$ cat config.mk
export PLATFORM = sky130hd
export DESIGN_NAME = clk_tree_sel
export DESIGN_NICKNAME = d
export VERILOG_FILES = /design/src/rtl/clk_sel_pkg.sv /design/src/rtl/clk_div.sv /design/src/rtl/clk_src_sel.sv /design/src/rtl/clk_pm_gate.sv /design/src/rtl/clk_tree_sel.sv
export SDC_FILE = /design/constraint.sdc
export NUM_CORES = 1
export LEC_CHECK = 0
export ABC_AREA = 1
export ABC_CLOCK_PERIOD_IN_PS = 1870
export BUFFER_PORTS_ARGS = -buffer_cell sky130_fd_sc_hd__buf_2
export CAP_MARGIN = 20
export CELL_PAD_IN_SITES_DETAIL_PLACEMENT = 1
export CELL_PAD_IN_SITES_GLOBAL_PLACEMENT = 1
export CORE_ASPECT_RATIO = 1.75
export CORE_MARGIN = 5
export CORE_UTILIZATION = 37
export DETAILED_ROUTE_END_ITERATION = 10
export PLACE_DENSITY = 0.76
export SLEW_MARGIN = 20
export SYNTH_ARGS = -nofsm -noshare
export SYNTH_HDL_FRONTEND = slang
export SYNTH_SLANG_ARGS = --single-unit
$ cat constraint.sdc
create_clock -name clk_i -period 1.87 [get_ports clk_i]
set_input_delay 0.0935 -clock clk_i [delete_from_list [all_inputs] [get_ports clk_i]]
set_output_delay 0.0935 -clock clk_i [all_outputs]
set_load 0.005 [all_outputs]
$ cat src/rtl/clk_sel_pkg.sv
package clk_sel_pkg;
  parameter int FREQ_W   = 3;
  parameter int SLOW_DIV = 256;
  localparam int CNT_W    = $clog2(SLOW_DIV);
  localparam int FREQ_MAX = (1 << FREQ_W) - 1;

  typedef enum logic [1:0] {
    SRC_PRI = 2'b00,
    SRC_SEC = 2'b01,
    SRC_INT = 2'b10
  } src_e;

  typedef struct packed {
    logic [FREQ_W-1:0] freq;
    logic              tune;
    logic [1:0]        src;
  } sel_cfg_t;
endpackage

$ cat src/rtl/clk_div.sv
module clk_div #(
  parameter int CNT_W = 8
) (
  input  logic             clk_i,
  input  logic             rst_ni,
  input  logic             fast_tick_i,
  input  logic             clr_i,
  input  logic [CNT_W-1:0] limit_i,
  output logic             tick_o
);
  logic [CNT_W-1:0] cnt_q;

  assign tick_o = fast_tick_i && (cnt_q == limit_i);

  always_ff @(posedge clk_i or negedge rst_ni) begin
    if (!rst_ni)          cnt_q <= '0;
    else if (clr_i)       cnt_q <= '0;
    else if (fast_tick_i) cnt_q <= tick_o ? '0 : cnt_q + 1'b1;
  end

  // limit only moves together with clr_i, so the count stays inside the window
  assert_cnt_in_window_R8: assert property (@(posedge clk_i) disable iff (!rst_ni)
    cnt_q <= limit_i);
  assert_clr_restarts_R8: assert property (@(posedge clk_i) disable iff (!rst_ni)
    clr_i |=> (cnt_q == '0));
endmodule

$ cat src/rtl/clk_src_sel.sv
module clk_src_sel
  import clk_sel_pkg::*;
(
  input  logic              clk_i,
  input  logic              rst_ni,
  input  logic              slow_tick_i,
  input  logic              pri_tick_i,
  input  logic              sec_tick_i,
  input  logic              div_tick_i,
  input  sel_cfg_t          cfg_i,
  output logic [CNT_W-1:0]  limit_o,
  output logic              clr_o,
  output logic              sel_tick_o
);
  sel_cfg_t cfg_q;
  logic     int_tick;
  logic     use_slow;

  assign use_slow = (cfg_q.freq == '0) && !cfg_q.tune;
  assign int_tick = use_slow ? slow_tick_i : div_tick_i;

  always_comb begin
    if (cfg_q.freq == '0)
      limit_o = CNT_W'(SLOW_DIV - 1);
    else
      limit_o = CNT_W'((32'd1 << (FREQ_MAX - 32'(cfg_q.freq))) - 32'd1);
  end

  always_comb begin
    unique casez (cfg_q.src)
      2'b00:   sel_tick_o = pri_tick_i;
      2'b01:   sel_tick_o = sec_tick_i;
      default: sel_tick_o = int_tick;
    endcase
  end

  // new setting lands only on an enable boundary of the old one
  assign clr_o = sel_tick_o && (cfg_i != cfg_q);

  always_ff @(posedge clk_i or negedge rst_ni) begin
    if (!rst_ni) cfg_q <= '{freq: '0, tune: 1'b0, src: SRC_PRI};
    else if (clr_o) cfg_q <= cfg_i;
  end

  assert_cfg_at_boundary_R8: assert property (@(posedge clk_i) disable iff (!rst_ni)
    !sel_tick_o |=> $stable(cfg_q));
  assert_cfg_tracks_R8: assert property (@(posedge clk_i) disable iff (!rst_ni)
    clr_o |=> (cfg_q == $past(cfg_i)));
endmodule

$ cat src/rtl/clk_pm_gate.sv
module clk_pm_gate (
  input  logic clk_i,
  input  logic rst_ni,
  input  logic sel_tick_i,
  input  logic slow_tick_i,
  input  logic pm_i,
  input  logic idle_en_i,
  output logic cpu_en_o,
  output logic per_en_o,
  output logic wdt_en_o
);
  logic cpu_run, per_run;

  assign cpu_run = !pm_i;
  assign per_run = !pm_i || idle_en_i;

  always_ff @(posedge clk_i or negedge rst_ni) begin
    if (!rst_ni) begin
      cpu_en_o <= 1'b0;
      per_en_o <= 1'b0;
      wdt_en_o <= 1'b0;
    end else begin
      cpu_en_o <= sel_tick_i && cpu_run;
      per_en_o <= sel_tick_i && per_run;
      wdt_en_o <= slow_tick_i;
    end
  end

  assert_sleep_stops_all_R6: assert property (@(posedge clk_i) disable iff (!rst_ni)
    (pm_i && !idle_en_i) |=> (!cpu_en_o && !per_en_o));
  assert_idle_stops_cpu_R7: assert property (@(posedge clk_i) disable iff (!rst_ni)
    pm_i |=> !cpu_en_o);
  assert_idle_keeps_per_R7: assert property (@(posedge clk_i) disable iff (!rst_ni)
    (pm_i && idle_en_i && sel_tick_i) |=> per_en_o);
  assert_wdt_follows_R4: assert property (@(posedge clk_i) disable iff (!rst_ni)
    slow_tick_i |=> wdt_en_o);
  assert_wdt_quiet_R4: assert property (@(posedge clk_i) disable iff (!rst_ni)
    !slow_tick_i |=> !wdt_en_o);
endmodule

$ cat src/rtl/clk_tree_sel.sv
module clk_tree_sel
  import clk_sel_pkg::*;
(
  input  logic              clk_i,
  input  logic              rst_ni,
  input  logic              fast_tick_i,
  input  logic              slow_tick_i,
  input  logic              pri_tick_i,
  input  logic              sec_tick_i,
  input  logic [FREQ_W-1:0] freq_sel_i,
  input  logic              tune_i,
  input  logic [1:0]        src_sel_i,
  input  logic              pm_i,
  input  logic              idle_en_i,
  output logic              cpu_en_o,
  output logic              per_en_o,
  output logic              wdt_en_o
);
  sel_cfg_t         cfg;
  logic [CNT_W-1:0] limit;
  logic             clr, div_tick, sel_tick;

  assign cfg = '{freq: freq_sel_i, tune: tune_i, src: src_sel_i};

  clk_div #(.CNT_W(CNT_W)) u_div (
    .clk_i       (clk_i),
    .rst_ni      (rst_ni),
    .fast_tick_i (fast_tick_i),
    .clr_i       (clr),
    .limit_i     (limit),
    .tick_o      (div_tick)
  );

  clk_src_sel u_sel (
    .clk_i       (clk_i),
    .rst_ni      (rst_ni),
    .slow_tick_i (slow_tick_i),
    .pri_tick_i  (pri_tick_i),
    .sec_tick_i  (sec_tick_i),
    .div_tick_i  (div_tick),
    .cfg_i       (cfg),
    .limit_o     (limit),
    .clr_o       (clr),
    .sel_tick_o  (sel_tick)
  );

  clk_pm_gate u_gate (
    .clk_i       (clk_i),
    .rst_ni      (rst_ni),
    .sel_tick_i  (sel_tick),
    .slow_tick_i (slow_tick_i),
    .pm_i        (pm_i),
    .idle_en_i   (idle_en_i),
    .cpu_en_o    (cpu_en_o),
    .per_en_o    (per_en_o),
    .wdt_en_o    (wdt_en_o)
  );

  assert_cpu_implies_per_R7: assert property (@(posedge clk_i) disable iff (!rst_ni)
    cpu_en_o |-> per_en_o);
endmodule

After elaboration in Yosys (flattened, before gate mapping)

Index checks and enable logic that the tools add are counted.

Word-level logic and storage cells: 31
Register bits: 17

Eq/ne operators: 3
Reduce and logical (&&, ||, !) cells: 11
Shifts and indexed selects: 1
Add/sub/neg operators: 3
Multiplexer cells: 6

Operators by type and width:

| cell                                                                   | number |
|---|---|
| 8-bit two-way mux                                                      | 4 |
| 1-bit by 32-bit << shifter with 8-bit output (first input constant)    | 1 |
| 8-bit by 1-bit adder with 8-bit output (second input constant)         | 1 |
| 8-bit equality test                                                    | 1 |
| 8-bit by 1-bit subtractor with 8-bit output (second input constant)    | 1 |
| 6-bit inequality test                                                  | 1 |
| 1-bit logical AND                                                      | 5 |
| 3-bit by 3-bit subtractor with 4-bit output (first input constant)     | 1 |
| 3-bit logical NOT                                                      | 1 |
| 2-bit by 1-bit equality test with 1-bit output (second input constant) | 1 |
| 1-bit logical NOT                                                      | 2 |
| 2-bit logical NOT                                                      | 1 |
| 1-bit one-hot mux with 2 select lines                                  | 1 |
| 2-bit nonzero test                                                     | 1 |
| 1-bit logical OR                                                       | 1 |
| 1-bit two-way mux                                                      | 1 |

Logic depth before layout (Yosys ltp)

Gate-level depths: netlist of run 1.

Depth after elaboration: 10
Depth in mapped cells: 19
Gate-level depth less buffers: 17

Modules after synthesis

Synthesis of run 1 repeated with hierarchy kept, for this count alone.

Cells, all modules: 168
Area, all modules: 1231.2 um^2

By module, submodules not included:

| module      | cells each | times used | area an instance (um^2) | seq. area each (um^2) |
|---|---|---|---|---|
| clk_div     | 83         | 1          | 573.0                   | 200.2 |
| clk_src_sel | 77         | 1          | 564.3                   | 150.1 |
| clk_pm_gate | 8          | 1          | 93.8                    | 75.1 |

Least setup slack after synthesis of run 1

Ideal clock, no wire load.

Path kind: flip-flop to flip-flop
Start point: register u_sel.cfg_q[3] (netlist name)
End point: register u_div.cnt_q[0]
Buffers on the path: 2
Arrival: 1950 ps
Setup slack: -196 ps
Cell stages (with the launch flop): 19
Required time: 1753 ps
Path through: dfrtp_1 -> buf_4 -> inv_2 -> nand3_1 -> ha_1 -> inv_1 -> nand2_1 -> nand3_1 -> nand2_1 -> nand2_1 -> nand2_1 -> nor2_1 -> nand2_2 -> nand2_2 -> nand2_4 -> nand2_4 -> nand2_4 -> buf_6 -> and2_4

Word-level cells in the longest chain between the ends: 10
Elaborated cells between the ends (all ways): 16
Classes of those cells: add/sub: 2; eq/ne: 2; shift: 1; mux: 6; reduce/logical: 5

Ends and longest elaborated chain:

| what                                                    | line              | RTL |
|---|---|---|
| from (decl)                                             | clk_src_sel.sv:15 | `sel_cfg_t cfg_q;` |
| from (signal assigned)                                  | clk_src_sel.sv:41 | `if (!rst_ni) cfg_q <= '{freq: '0, tune: 1'b0, src: SRC_PRI};` |
| from (signal assigned)                                  | clk_src_sel.sv:42 | `else if (clr_o) cfg_q <= cfg_i;` |
| 3-bit by 3-bit subtractor with 4-bit output             | clk_src_sel.sv:26 | `limit_o = CNT_W'((32'd1 << (FREQ_MAX - 32'(cfg_q.freq))) - 32'd1);` |
| 1-bit by 32-bit << shifter with 8-bit output            | clk_src_sel.sv:26 |  |
| 8-bit by 1-bit subtractor with 8-bit output             | clk_src_sel.sv:26 |  |
| 8-bit two-way mux                                       | clk_src_sel.sv:23 | `if (cfg_q.freq == '0)` |
| 8-bit equality test                                     | clk_div.sv:13     | `assign tick_o = fast_tick_i && (cnt_q == limit_i);` |
| 1-bit logical AND                                       | clk_div.sv:13     |  |
| 1-bit two-way mux                                       | clk_src_sel.sv:20 | `assign int_tick = use_slow ? slow_tick_i : div_tick_i;` |
| 1-bit one-hot mux with 2 select lines                   | clk_src_sel.sv:30 | `unique casez (cfg_q.src)` |
| 1-bit logical AND                                       | clk_src_sel.sv:38 | `assign clr_o = sel_tick_o && (cfg_i != cfg_q);` |
| 8-bit two-way mux or 2-bit nonzero test (tied branches) | n/a               |  |
| to (signal assigned)                                    | clk_div.sv:18     | `else if (fast_tick_i) cnt_q <= tick_o ? '0 : cnt_q + 1'b1;` |
| to (decl)                                               | clk_div.sv:11     | `logic [CNT_W-1:0] cnt_q;` |

Parallel ways exist; a longest one is shown, timed or not. The select of a mux whose other input is x is not followed.
A chain may end at the register's enable or synchronous reset.

Final worst setup path of run 1

Start point: register u_sel.cfg_q[5] (netlist name)
End point: register u_sel.cfg_q[5] (netlist name)

Word-level cells in the longest chain between the ends: 9
Elaborated cells between the ends (all ways): 12
Classes of those cells: add/sub: 2; eq/ne: 2; shift: 1; mux: 3; reduce/logical: 4

Ends and longest elaborated chain:

| what                                         | line |
|---|---|
| 3-bit by 3-bit subtractor with 4-bit output  | clk_src_sel.sv:26 |
| 1-bit by 32-bit << shifter with 8-bit output | clk_src_sel.sv:26 |
| 8-bit by 1-bit subtractor with 8-bit output  | clk_src_sel.sv:26 |
| 8-bit two-way mux                            | clk_src_sel.sv:23 |
| 8-bit equality test                          | clk_div.sv:13 |
| 1-bit logical AND                            | clk_div.sv:13 |
| 1-bit two-way mux                            | clk_src_sel.sv:20 |
| 1-bit one-hot mux with 2 select lines        | clk_src_sel.sv:30 |
| 1-bit logical AND (*)                        | clk_src_sel.sv:38 |

Every way passes the cells marked *; elsewhere a longest branch is shown, timed or not.

==> results of run 1 <==
==> worst max path at each step <==
stage	start	end	slack, ns	depth (start not counted)
floorplan	u_sel.cfg_q[5]$_DFFE_PN0P_	u_div.cnt_q[0]$_DFFE_PN0P_	-0.10	17
global placement	u_sel.cfg_q[5]$_DFFE_PN0P_	u_div.cnt_q[3]$_DFFE_PN0P_	-0.12	14
detailed placement	u_sel.cfg_q[5]$_DFFE_PN0P_	u_div.cnt_q[3]$_DFFE_PN0P_	-0.19	14
CTS	u_sel.cfg_q[3]$_DFFE_PN0P_	u_sel.cfg_q[2]$_DFFE_PN0P_	-0.11	16
global route	u_sel.cfg_q[5]$_DFFE_PN0P_	u_sel.cfg_q[2]$_DFFE_PN0P_	-0.31	15
finish	u_sel.cfg_q[5]$_DFFE_PN0P_	u_sel.cfg_q[5]$_DFFE_PN0P_	-0.17	15
==> per-layer routing <==
layer	vias up	wire length (um)	track usage [%]	share of wire, %
met3	10	92	1.38	2.1
met5	-	0	0	0
li1	615	-	-	-
met2	22	2620	36.8	60
met1	649	1530	19.8	35
met4	0	114	6.28	2.6
==> layout by cell type, fill, tap and decap left out, drive strengths merged, types with 3 or more instances in the layout <==
master and count:
dlygate4sd3 3, clkbuf 3, inv 17, o21ai 8, nor2 8, xor2 7, dfrtp 17, nand2 48
buf 41, xnor2 3, o22ai 4, and2 7, nand3 24, nand4 5
==> final cells by class <==
type	count	area, um^2	area share [%]
Clock buffer	3	41.3	2.38
Clock inverter	1	5.00	0.289
Inverter	18	72.6	4.19
Multi-Input combinational cell	123	818	47.2
Sequential cell	17	429	24.8
Tap cell	43	53.8	3.10
Timing Repair Buffer	44	313	18.1
==> worst max-delay path, stage by stage (launching register included) <==
cell and delay [ns]:
dfrtp_2 0.47, buf_6 0.16, nor2_4 0.17, nand2_4 0.11, nand2_2 0.09, nand2_2 0.05, nor2_2 0.09, nand3_1 0.08
nor2_2 0.10, nand2_2 0.09, nand2_2 0.11, nand2_4 0.08, nand2_8 0.10, buf_8 0.13, nand3_2 0.07, nand2_2 0.08
==> timing repair <==
action,in CTS,in global routing
endpoints found under the setup margin,16,16
hold endpoints to repair,19,0
gates resized for setup,12,18
hold buffers,3,0
setup buffers,8,1
pin swaps,15,16
gates cloned,1,0
==> flip-flops by register name, indices dropped and copies added, names as in the netlist <==
name and count:
u_div.cnt_q 8, u_sel.cfg_q 6, u_gate.wdt_en_o 1, u_gate.cpu_en_o 1
u_gate.per_en_o 1
==> power groups by stage <==
stage | clock [mW] | sequential [mW] | combinational [mW]
after floorplan | 0 | 0.558 | 0.965
after global routing | 0.298 | 0.644 | 1.89
after CTS | 0.280 | 0.626 | 1.55
final | 0.272 | 0.630 | 1.72
after detailed placement | 0 | 0.626 | 1.31
after global placement | 0 | 0.610 | 1.26
==> cell families (layout without fill, tap and decap cells) <==
| group | Yosys count | count (layout) |
|---|---|---|
| adder cells (fa/ha/maj) | 2 | 2 |
| AO/OA/AOI/OAI | 15 | 15 |
| XOR/XNOR | 10 | 10 |
| flip-flops | 17 | 17 |
| AND/OR/NAND/NOR | 95 | 96 |
| buffers and inverters | 23 | 66 |
==> metrics by stage <==
stage                     utilization (%)  area (um^2)
after floorplan                         -         1270
after global placement               46.5         1480
after detailed placement             46.5         1480
after CTS                            52.3         1660
after global routing                 54.6         1730
final                                54.6         1730
==> metrics.txt, run 1 <==
# diodes 0; LEAKAGE 0.834 nW; chip width 53.6 um; Pwr Density 1510 nW/um^2; CP endpoint kind flop; Post-Synthesis Cell Area 1230 um^2; setup violators final 16; main area contributors after synthesis dfrtp_1 35%, nand2_1 12%, nand3_1 9.3%; total via count in the routed design 1296; post-synthesis xor/xnor area fraction 7.11%; Yosys top cell by area dfrtp_1; initial drt markers 23; post-synthesis sequential area ratio 34.5%; Ys Warns 0; worst min path class in -> reg; clock period minus worst slack 2.04 ns; top cell type's share of synthesized area 34.5%; Setup TNS -2.03 ns; root buffer cell clkbuf_8; CTS H-Tree Depth 1; endpoints failing hold 0; Startpoint Class flop; DRT Pass-1 Iters 4; CP Class reg -> reg; clock latency on the worst-skew pair 0.25 ns; Setup WS post-layout -0.174 ns; Gate power share 65.6%; Initial Util 38.8%; # rows 27; Rel. slew slack 73.3%; WL final 4350 um; first-pass GRT wire length 6440 um; Placement Setup Slack -0.193 ns; R2R setup slack -0.17 ns; Yosys reg bits 17; adder-cell area share of the yosys netlist 2.03%; Ports 17; WHS 0.101 ns; Clk network pwr share 10.4%; die area 4630 um^2; Reg power frac 24.0%; fin crit share 109%; initial antenna violation count 0; RSZ-0062 raised after global routing yes; synth-to-layout area growth 40.6%; FILL cells 401; max-cap violation count 0; WL per Instance 17.5 um; top-count cell post-synth nand2_1; max-slew violations 0; Crit path arrival time 2.23 ns; global route overflow 0; Core Area 3180 um^2; Avg Inst Size Synth 7.61 um^2; largest net degree at the start of global routing 18; r2r endpoint u_sel.cfg_q[5]$_DFFE_PN0P_; maximum fanout along the worst path 7; Achievable Freq 489 MHz; Inst Count DP 232; syn_nets 178; Synth Flop Type dfrtp_1; internal power 1.41 mW; TritonCTS clock tree yes; Worst VDD drop 1.08 mV; Critical R2R Launch u_sel.cfg_q[5]$_DFFE_PN0P_; Worst R2R Path Depth 15; clk slew on worst S/H paths 0.07 ns; Post-synth EDFFs 0; largest family of logic cells by synthesized area simple AND/OR/NAND/NOR gates; total power 2.62 mW; Net Sw Power 1.22 mW; via count of the first global-routing pass 1365; Synth top cells by count 41 x nand2_1, 23 x nand3_1, 17 x dfrtp_1; Hold Path Sink u_sel.cfg_q[3]$_DFFE_PN0P_; worst-margin pin slew 0.401 ns; Synth Area in Compound Gates 6.90%; gr usage total 18.8%; Post-Synth Simple-Gate Area 40.3%; GPL Wtd Cong 0.854; PortBufs 16; cell count after synthesis 162; hold_sp freq_sel_i[0]; clock skew 0.00164 ns; Vias/cell 5.20; status finished with violations; CTS sink count 17; Async SR Flop Fraction 100%; Worst Hold Depth 3; switch share 46.4%; DRC 0; Cell variety after synth 28; Routed Antenna Nets 0; Layout Nets 223; dpl hpwl 2970 um; failing checks setup timing; Chip Height 86.3 um; clk buf depth 2; Crit path required time 2.05 ns; share of post-route cells with drive strength above 1 41.7%; mux contribution to synthesized area 0%; Layout Cells excl Fill 249; CTS Buf Count 3
(Power assumes the default switching activity.)
==> run 2, diff against run 1 <==
--- a/config.mk
+++ b/config.mk
@@ -16,6 +16,7 @@
 export CORE_UTILIZATION = 37
 export DETAILED_ROUTE_END_ITERATION = 10
 export PLACE_DENSITY = 0.76
+export SETUP_SLACK_MARGIN = 0.15
 export SLEW_MARGIN = 20
 export SYNTH_ARGS = -nofsm -noshare
 export SYNTH_HDL_FRONTEND = slang
==> run 2 against run 1 <==
Against the previous run:
- the run still ends with setup timing left
- combinational power increased by 8%
- critical endpoint is now u_sel.cfg_q[4]$_DFFE_PN0P_
- flip-flop and latch count stayed put
- via count grew 2.9%
- hold slack worse by 0.014 ns
- highest routed layer unchanged
- routed wire length is 6.3% higher
- largest cell class unchanged
- worst setup slack worse by 0.050 ns
==> metrics.txt, run 2 (synthesized netlist as in run 1, its figures left out) <==
Rel. slew slack 74.0%; CTS Buf Count 3; most frequent cell on the critical path nand2_1; # rows 27; total via count in the routed design 1333; initial drt markers 27; Worst VDD drop 1.02 mV; clk slew on worst S/H paths 0.07 ns; die area 4630 um^2; LEAKAGE 0.843 nW; clock period minus worst slack 2.09 ns; root buffer cell clkbuf_8; Achievable Freq 478 MHz; endpoints failing hold 0; WP buf/inv 4; chip width 53.6 um; GPL Wtd Cong 0.878; DRC 0; max-cap violation count 0; largest delay contributor family on the critical path simple AND/OR/NAND/NOR gates; Pwr Density 1560 nW/um^2; Setup WS post-layout -0.224 ns; clock skew 0.00389 ns; CP cell instances buf_6, nor2_4, nand2_8, buf_6, nand3_2, nand2_1, inv_1, nand2_1, nor2_2, nand2_2, nand2_2, nand2_4, nand2_8, buf_8, nand3_1, nand2_1; CTS H-Tree Depth 1; worst min path class in -> reg; max incr delay on CP 0.46 ns; WL final 4620 um; via count of the first global-routing pass 1491; share of post-route cells with drive strength above 1 42.0%; fin area 1770 um^2; max-slew violations 0; largest registers u_div.cnt_q (8), u_sel.cfg_q (6); Initial Util 38.8%; RSZ-0062 raised after global routing yes; first-pass GRT wire length 6740 um; Post-DP Area 1480 um^2; Layout Nets 224; Startpoint Class flop; most frequent cells in the layout 36 x nand2_1, 19 x buf_4, 16 x nand3_1, 16 x buf_2; synth-to-layout area growth 43.9%; largest net degree at the start of global routing 18; gr usage total 20.1%; clk buf depth 2; status finished with violations; setup violators final 16; Vias/cell 5.33; TritonCTS clock tree yes; CP Class reg -> reg; Chip Height 86.3 um; Crit path required time 2.06 ns; initial antenna violation count 0; Core Area 3180 um^2; DRT Pass-1 Iters 4; global route overflow 0; dpl hpwl 2960 um; Placement Setup Slack -0.186 ns; CTS sink count 17; Crit path arrival time 2.28 ns; fin crit share 112%; maximum fanout along the worst path 8; # diodes 0; Largest Register u_div.cnt_q; worst-margin pin slew 0.391 ns; Final Util 55.8%; WL per Instance 18.5 um; total power 2.76 mW; most common cell after layout, fill and taps aside nand2_1; CP endpoint kind flop; Routed Antenna Nets 0; failing checks setup timing; max FFs per register 8; Setup TNS -2.47 ns; Ports 17; CP max stage cell dfrtp_2; clock latency on the worst-skew pair 0.26 ns; PortBufs 16
## run 2: area by class of cell
class / instances / area, um^2
clock inverter: 1 / 5.00
fill: 394 / 1400
clock buffer: 3 / 41.3
tap: 43 / 53.8
sequential: 17 / 429
timing repair buffer: 45 / 344
inverter: 18 / 75.1
multi-input combinational: 123 / 825
## run 2: metrics by stage
step                instances  hold slack (ns)
floorplan                 162           -0.202
global placement          232           0.0256
detailed placement        232           0.0392
CTS                       245           0.0844
global route              250           0.0975
finish                    250           0.0869
## run 2: worst min-delay path, delay by kind of cell
family / cells / cell delay, ns
AOI/OAI and AO/OA: 1 / 0.07
buffers and inverters: 2 / 0.15
## run 2: report_power, final
group / leakage (nW) / switching [mW] / internal [mW]
sequential: 0.218 / 0.141 / 0.483
combinational: 0.600 / 1.02 / 0.833
clock: 0.0255 / 0.133 / 0.148
## run 2: path summary, 6_finish.rpt
check,depth (start not counted),slack (ns),end,from
max,16,-0.22,u_sel.cfg_q[4]$_DFFE_PN0P_,u_sel.cfg_q[4]$_DFFE_PN0P_
min,3,0.09,u_gate.per_en_o$_DFF_PN0_,idle_en_i
max reg2reg,16,-0.22,u_sel.cfg_q[4]$_DFFE_PN0P_,u_sel.cfg_q[4]$_DFFE_PN0P_
min reg2reg,2,0.55,u_sel.cfg_q[2]$_DFFE_PN0P_,u_sel.cfg_q[2]$_DFFE_PN0P_
max in group asynchronous,2,1.27,u_sel.cfg_q[5]$_DFFE_PN0P_,rst_ni
min in group asynchronous,2,0.29,u_gate.per_en_o$_DFF_PN0_,rst_ni
## run 2: per-layer routing
| layer | wire length, um | up-vias | track usage, % |
|---|---|---|---|
| met5 | 0 | - | 0 |
| met4 | 187 | 0 | 10.2 |
| met3 | 120 | 14 | 1.03 |
| met2 | 2570 | 38 | 39.0 |
| met1 | 1740 | 661 | 20.0 |
| li1 | - | 620 | - |
## run 2: what timing repair did
action                                  CTS  global route
endpoints found under the setup margin   16            16
pin swaps                                 6             5
resized for setup                        19            17
hold buffers                              3             0
buffers inserted                          5             5
cloned                                    1             0
endpoints found under the hold margin    19             0
==> run 3, diff against run 2 <==
--- a/config.mk
+++ b/config.mk
@@ -11,13 +11,13 @@
 export CAP_MARGIN = 20
 export CELL_PAD_IN_SITES_DETAIL_PLACEMENT = 1
 export CELL_PAD_IN_SITES_GLOBAL_PLACEMENT = 1
-export CORE_ASPECT_RATIO = 1.75
 export CORE_MARGIN = 5
 export CORE_UTILIZATION = 37
 export DETAILED_ROUTE_END_ITERATION = 10
-export PLACE_DENSITY = 0.76
+export PLACE_DENSITY = 0.77
 export SETUP_SLACK_MARGIN = 0.15
 export SLEW_MARGIN = 20
 export SYNTH_ARGS = -nofsm -noshare
 export SYNTH_HDL_FRONTEND = slang
+export SYNTH_HIERARCHICAL = 1
 export SYNTH_SLANG_ARGS = --single-unit
==> run 3 against run 2 <==
Against the previous run:
- the run ends with hold timing, setup timing left
- synthesized cell count grew 3.7%
- clock power decreased by 22%
- combinational power increased by 15%
- total power up 7.0%
- global-route usage rose by 1.4 points
- via count rose by 1.3%
- clock skew up 0.018 ns
- cell area rose by 6.1%
- largest power group unchanged
==> metrics.txt, run 3 <==
fin area 1880 um^2; initial antenna violation count 0; Pwr Density 1570 nW/um^2; Inst Count DP 251; PortBufs 16; Largest Register u_div/cnt_q; # rows 21; clk buf depth 2; cell count after synthesis 168; WL per Instance 18.0 um; syn_nets 184; Critical R2R Launch u_sel/cfg_q[5]$_DFFE_PN0P_; root buffer cell clkbuf_4; gr usage total 21.5%; clock latency on the worst-skew pair 0.32 ns; CTS Buf Count 3; Avg Inst Size Synth 7.33 um^2; CTS H-Tree Depth 1; worst-margin pin slew 0.416 ns; Rel. slew slack 72.3%; Achievable Freq 369 MHz; Ports 17; Synth Flop Type dfrtp_1; Post-DP Area 1550 um^2; endpoints failing hold 1; Crit path arrival time 2.91 ns; synth-to-layout area growth 52.7%; Crit path required time 2.07 ns; main area contributors after synthesis dfrtp_1 35%, nand2_1 13%, xor2_1 7.8%; largest registers u_div/cnt_q (8), u_sel/cfg_q (6); R2R setup slack -0.84 ns; setup violators final 16; post-synthesis sequential area ratio 34.6%; most frequent cells in the layout 34 x nand2_1, 30 x buf_4, 20 x inv_1; Yosys top cell by area dfrtp_1; fin crit share 145%; maximum fanout along the worst path 6; Synth top cells by count 44 x nand2_1, 23 x inv_1, 17 x dfrtp_1, 17 x nand3_1, 13 x nor2_1; r2r endpoint u_div/cnt_q[7]$_DFFE_PN0P_; WHS -0.00115 ns; Initial Util 37.5%; top cell type's share of synthesized area 34.6%; LEAKAGE 0.982 nW; Gate power share 72.0%; Worst VDD drop 0.957 mV; Critical Path Source u_sel/cfg_q[5]$_DFFE_PN0P_; chip width 67.7 um; CP endpoint kind flop; Layout Nets 243; Chip Height 67.7 um; via count of the first global-routing pass 1538; Yosys reg bits 17; DRC 0; first-pass GRT wire length 7160 um; Cell variety after synth 24; # diodes 0; Worst R2R Path Depth 20; initial drt markers 94; Final Util 57.3%; CTS sink count 17; Ys Warns 6; clock skew 0.0216 ns; total via count in the routed design 1350; Routed Antenna Nets 0; status finished with violations; dpl hpwl 2720 um; RSZ-0062 raised after global routing yes; clock period minus worst slack 2.71 ns; max-cap violation count 0; die area 4580 um^2; Core Area 3280 um^2; TritonCTS clock tree yes; internal power 1.48 mW; global route overflow 0; Layout Cells excl Fill 272; total power 2.96 mW; Vias/cell 4.96; max-slew violations 0; FILL cells 411; Setup WS post-layout -0.839 ns; switch share 49.9%; Clk network pwr share 7.4%; DRT Pass-1 Iters 4; share of post-route cells with drive strength above 1 49.6%; Setup TNS -11.95 ns; Startpoint Class flop; max FFs per register 8; WL final 4910 um; GPL Wtd Cong 0.801; worst min path class in -> reg; Post-synth EDFFs 0; Net Sw Power 1.47 mW; failing checks hold timing, setup timing; Async SR Flop Fraction 100%; Worst Setup EP u_div/cnt_q[7]$_DFFE_PN0P_; largest net degree at the start of global routing 18; Post-Synthesis Cell Area 1230 um^2; clk slew on worst S/H paths 0.12 ns; most common cell after layout, fill and taps aside nand2_1; Reg power frac 20.6%; CP Class reg -> reg; top-count cell post-synth nand2_1
## run 3: per-stage QoR
stage                     setup slack, ns  hold WS, ns
after CTS                          -0.722      0.00231
after global routing               -0.965      0.00991
after global placement             -0.680       0.0480
after floorplan                    -0.633       -0.202
after detailed placement           -0.846       0.0496
final                              -0.839     -0.00115
## run 3: worst max-delay path, stage by stage (launching register included)
cell and delay [ns]:
dfrtp_2 0.43, buf_6 0.16, inv_2 0.06, nor3_2 0.26, nor3_2 0.09, a21oi_2 0.20
xor2_1 0.10, nor2_1 0.17, nand3_2 0.11, inv_2 0.07, inv_2 0.03, nand2_2 0.06
nand3_2 0.09, nand2_4 0.09, nand2_4 0.06, inv_4 0.07, nor2_4 0.05, nor2_4 0.10
nand4_1 0.13, xor2_1 0.19, nor2_2 0.05
## run 3: final cells by class
cell class / instances / area (um^2) / area share [%]
timing repair buffer: 56 / 423 / 22.5
clock buffer: 4 / 26.3 / 1.40
tap: 46 / 57.6 / 3.06
sequential: 17 / 428 / 22.8
multi-input combinational: 118 / 827 / 44.0
inverter: 31 / 119 / 6.32
## run 3: kinds of logic (layout without fill, tap and decap cells)
| family | Yosys count | after routing | synth area share [%] |
|---|---|---|---|
| adder cells (fa/ha/maj) | 2 | 2 | 2.03 |
| buffers and inverters | 33 | 91 | 11.3 |
| XOR/XNOR | 12 | 12 | 8.54 |
| AO/OA/AOI/OAI | 8 | 8 | 3.46 |
| flip-flops | 17 | 17 | 34.6 |
| AND/OR/NAND/NOR | 96 | 96 | 40.1 |
## run 3: what timing repair did
| action | in CTS | in global routing |
|---|---|---|
| hold buffers | 2 | 0 |
| pin swaps | 10 | 5 |
| hold endpoints to repair | 18 | 0 |
| buffers inserted | 11 | 4 |
| setup endpoints to repair | 16 | 16 |
| gates resized for setup | 25 | 21 |
## run 3: per-layer routing
metal | vias up | wire, um | GRT usage, % | share of wire [%]
met5 | - | 0 | 0 | 0
met4 | 0 | 169 | 11.9 | 3.4
met3 | 17 | 133 | 3.00 | 2.7
met2 | 34 | 2630 | 40.1 | 54
met1 | 668 | 1970 | 22.8 | 40
li1 | 631 | - | - | -
## run 3: worst min path at each step
| stage | from | end | slack [ns] | cells after the start |
|---|---|---|---|---|
| 2_1_floorplan | rst_ni | u_div/cnt_q[0]$_DFFE_PN0P_ | -0.20 | 0 |
| 3_3_place_gp | rst_ni | u_div/cnt_q[6]$_DFFE_PN0P_ | 0.05 | 1 |
| 3_5_place_dp | rst_ni | u_div/cnt_q[6]$_DFFE_PN0P_ | 0.05 | 1 |
| 4_1_cts | idle_en_i | u_gate/per_en_o$_DFF_PN0_ | 0.002 | 3 |
| 5_1_grt | idle_en_i | u_gate/per_en_o$_DFF_PN0_ | 0.01 | 3 |
| 6_report | idle_en_i | u_gate/per_en_o$_DFF_PN0_ | -0.001 | 3 |
## run 3: power groups by stage
| stage | logic [mW] | clock network (mW) | registers (mW) |
|---|---|---|---|
| after floorplan | 0.967 | 0 | 0.580 |
| after global placement | 1.41 | 0 | 0.588 |
| after detailed placement | 1.51 | 0 | 0.595 |
| after CTS | 1.76 | 0.218 | 0.597 |
| after global routing | 2.28 | 0.236 | 0.628 |
| final | 2.13 | 0.219 | 0.610 |
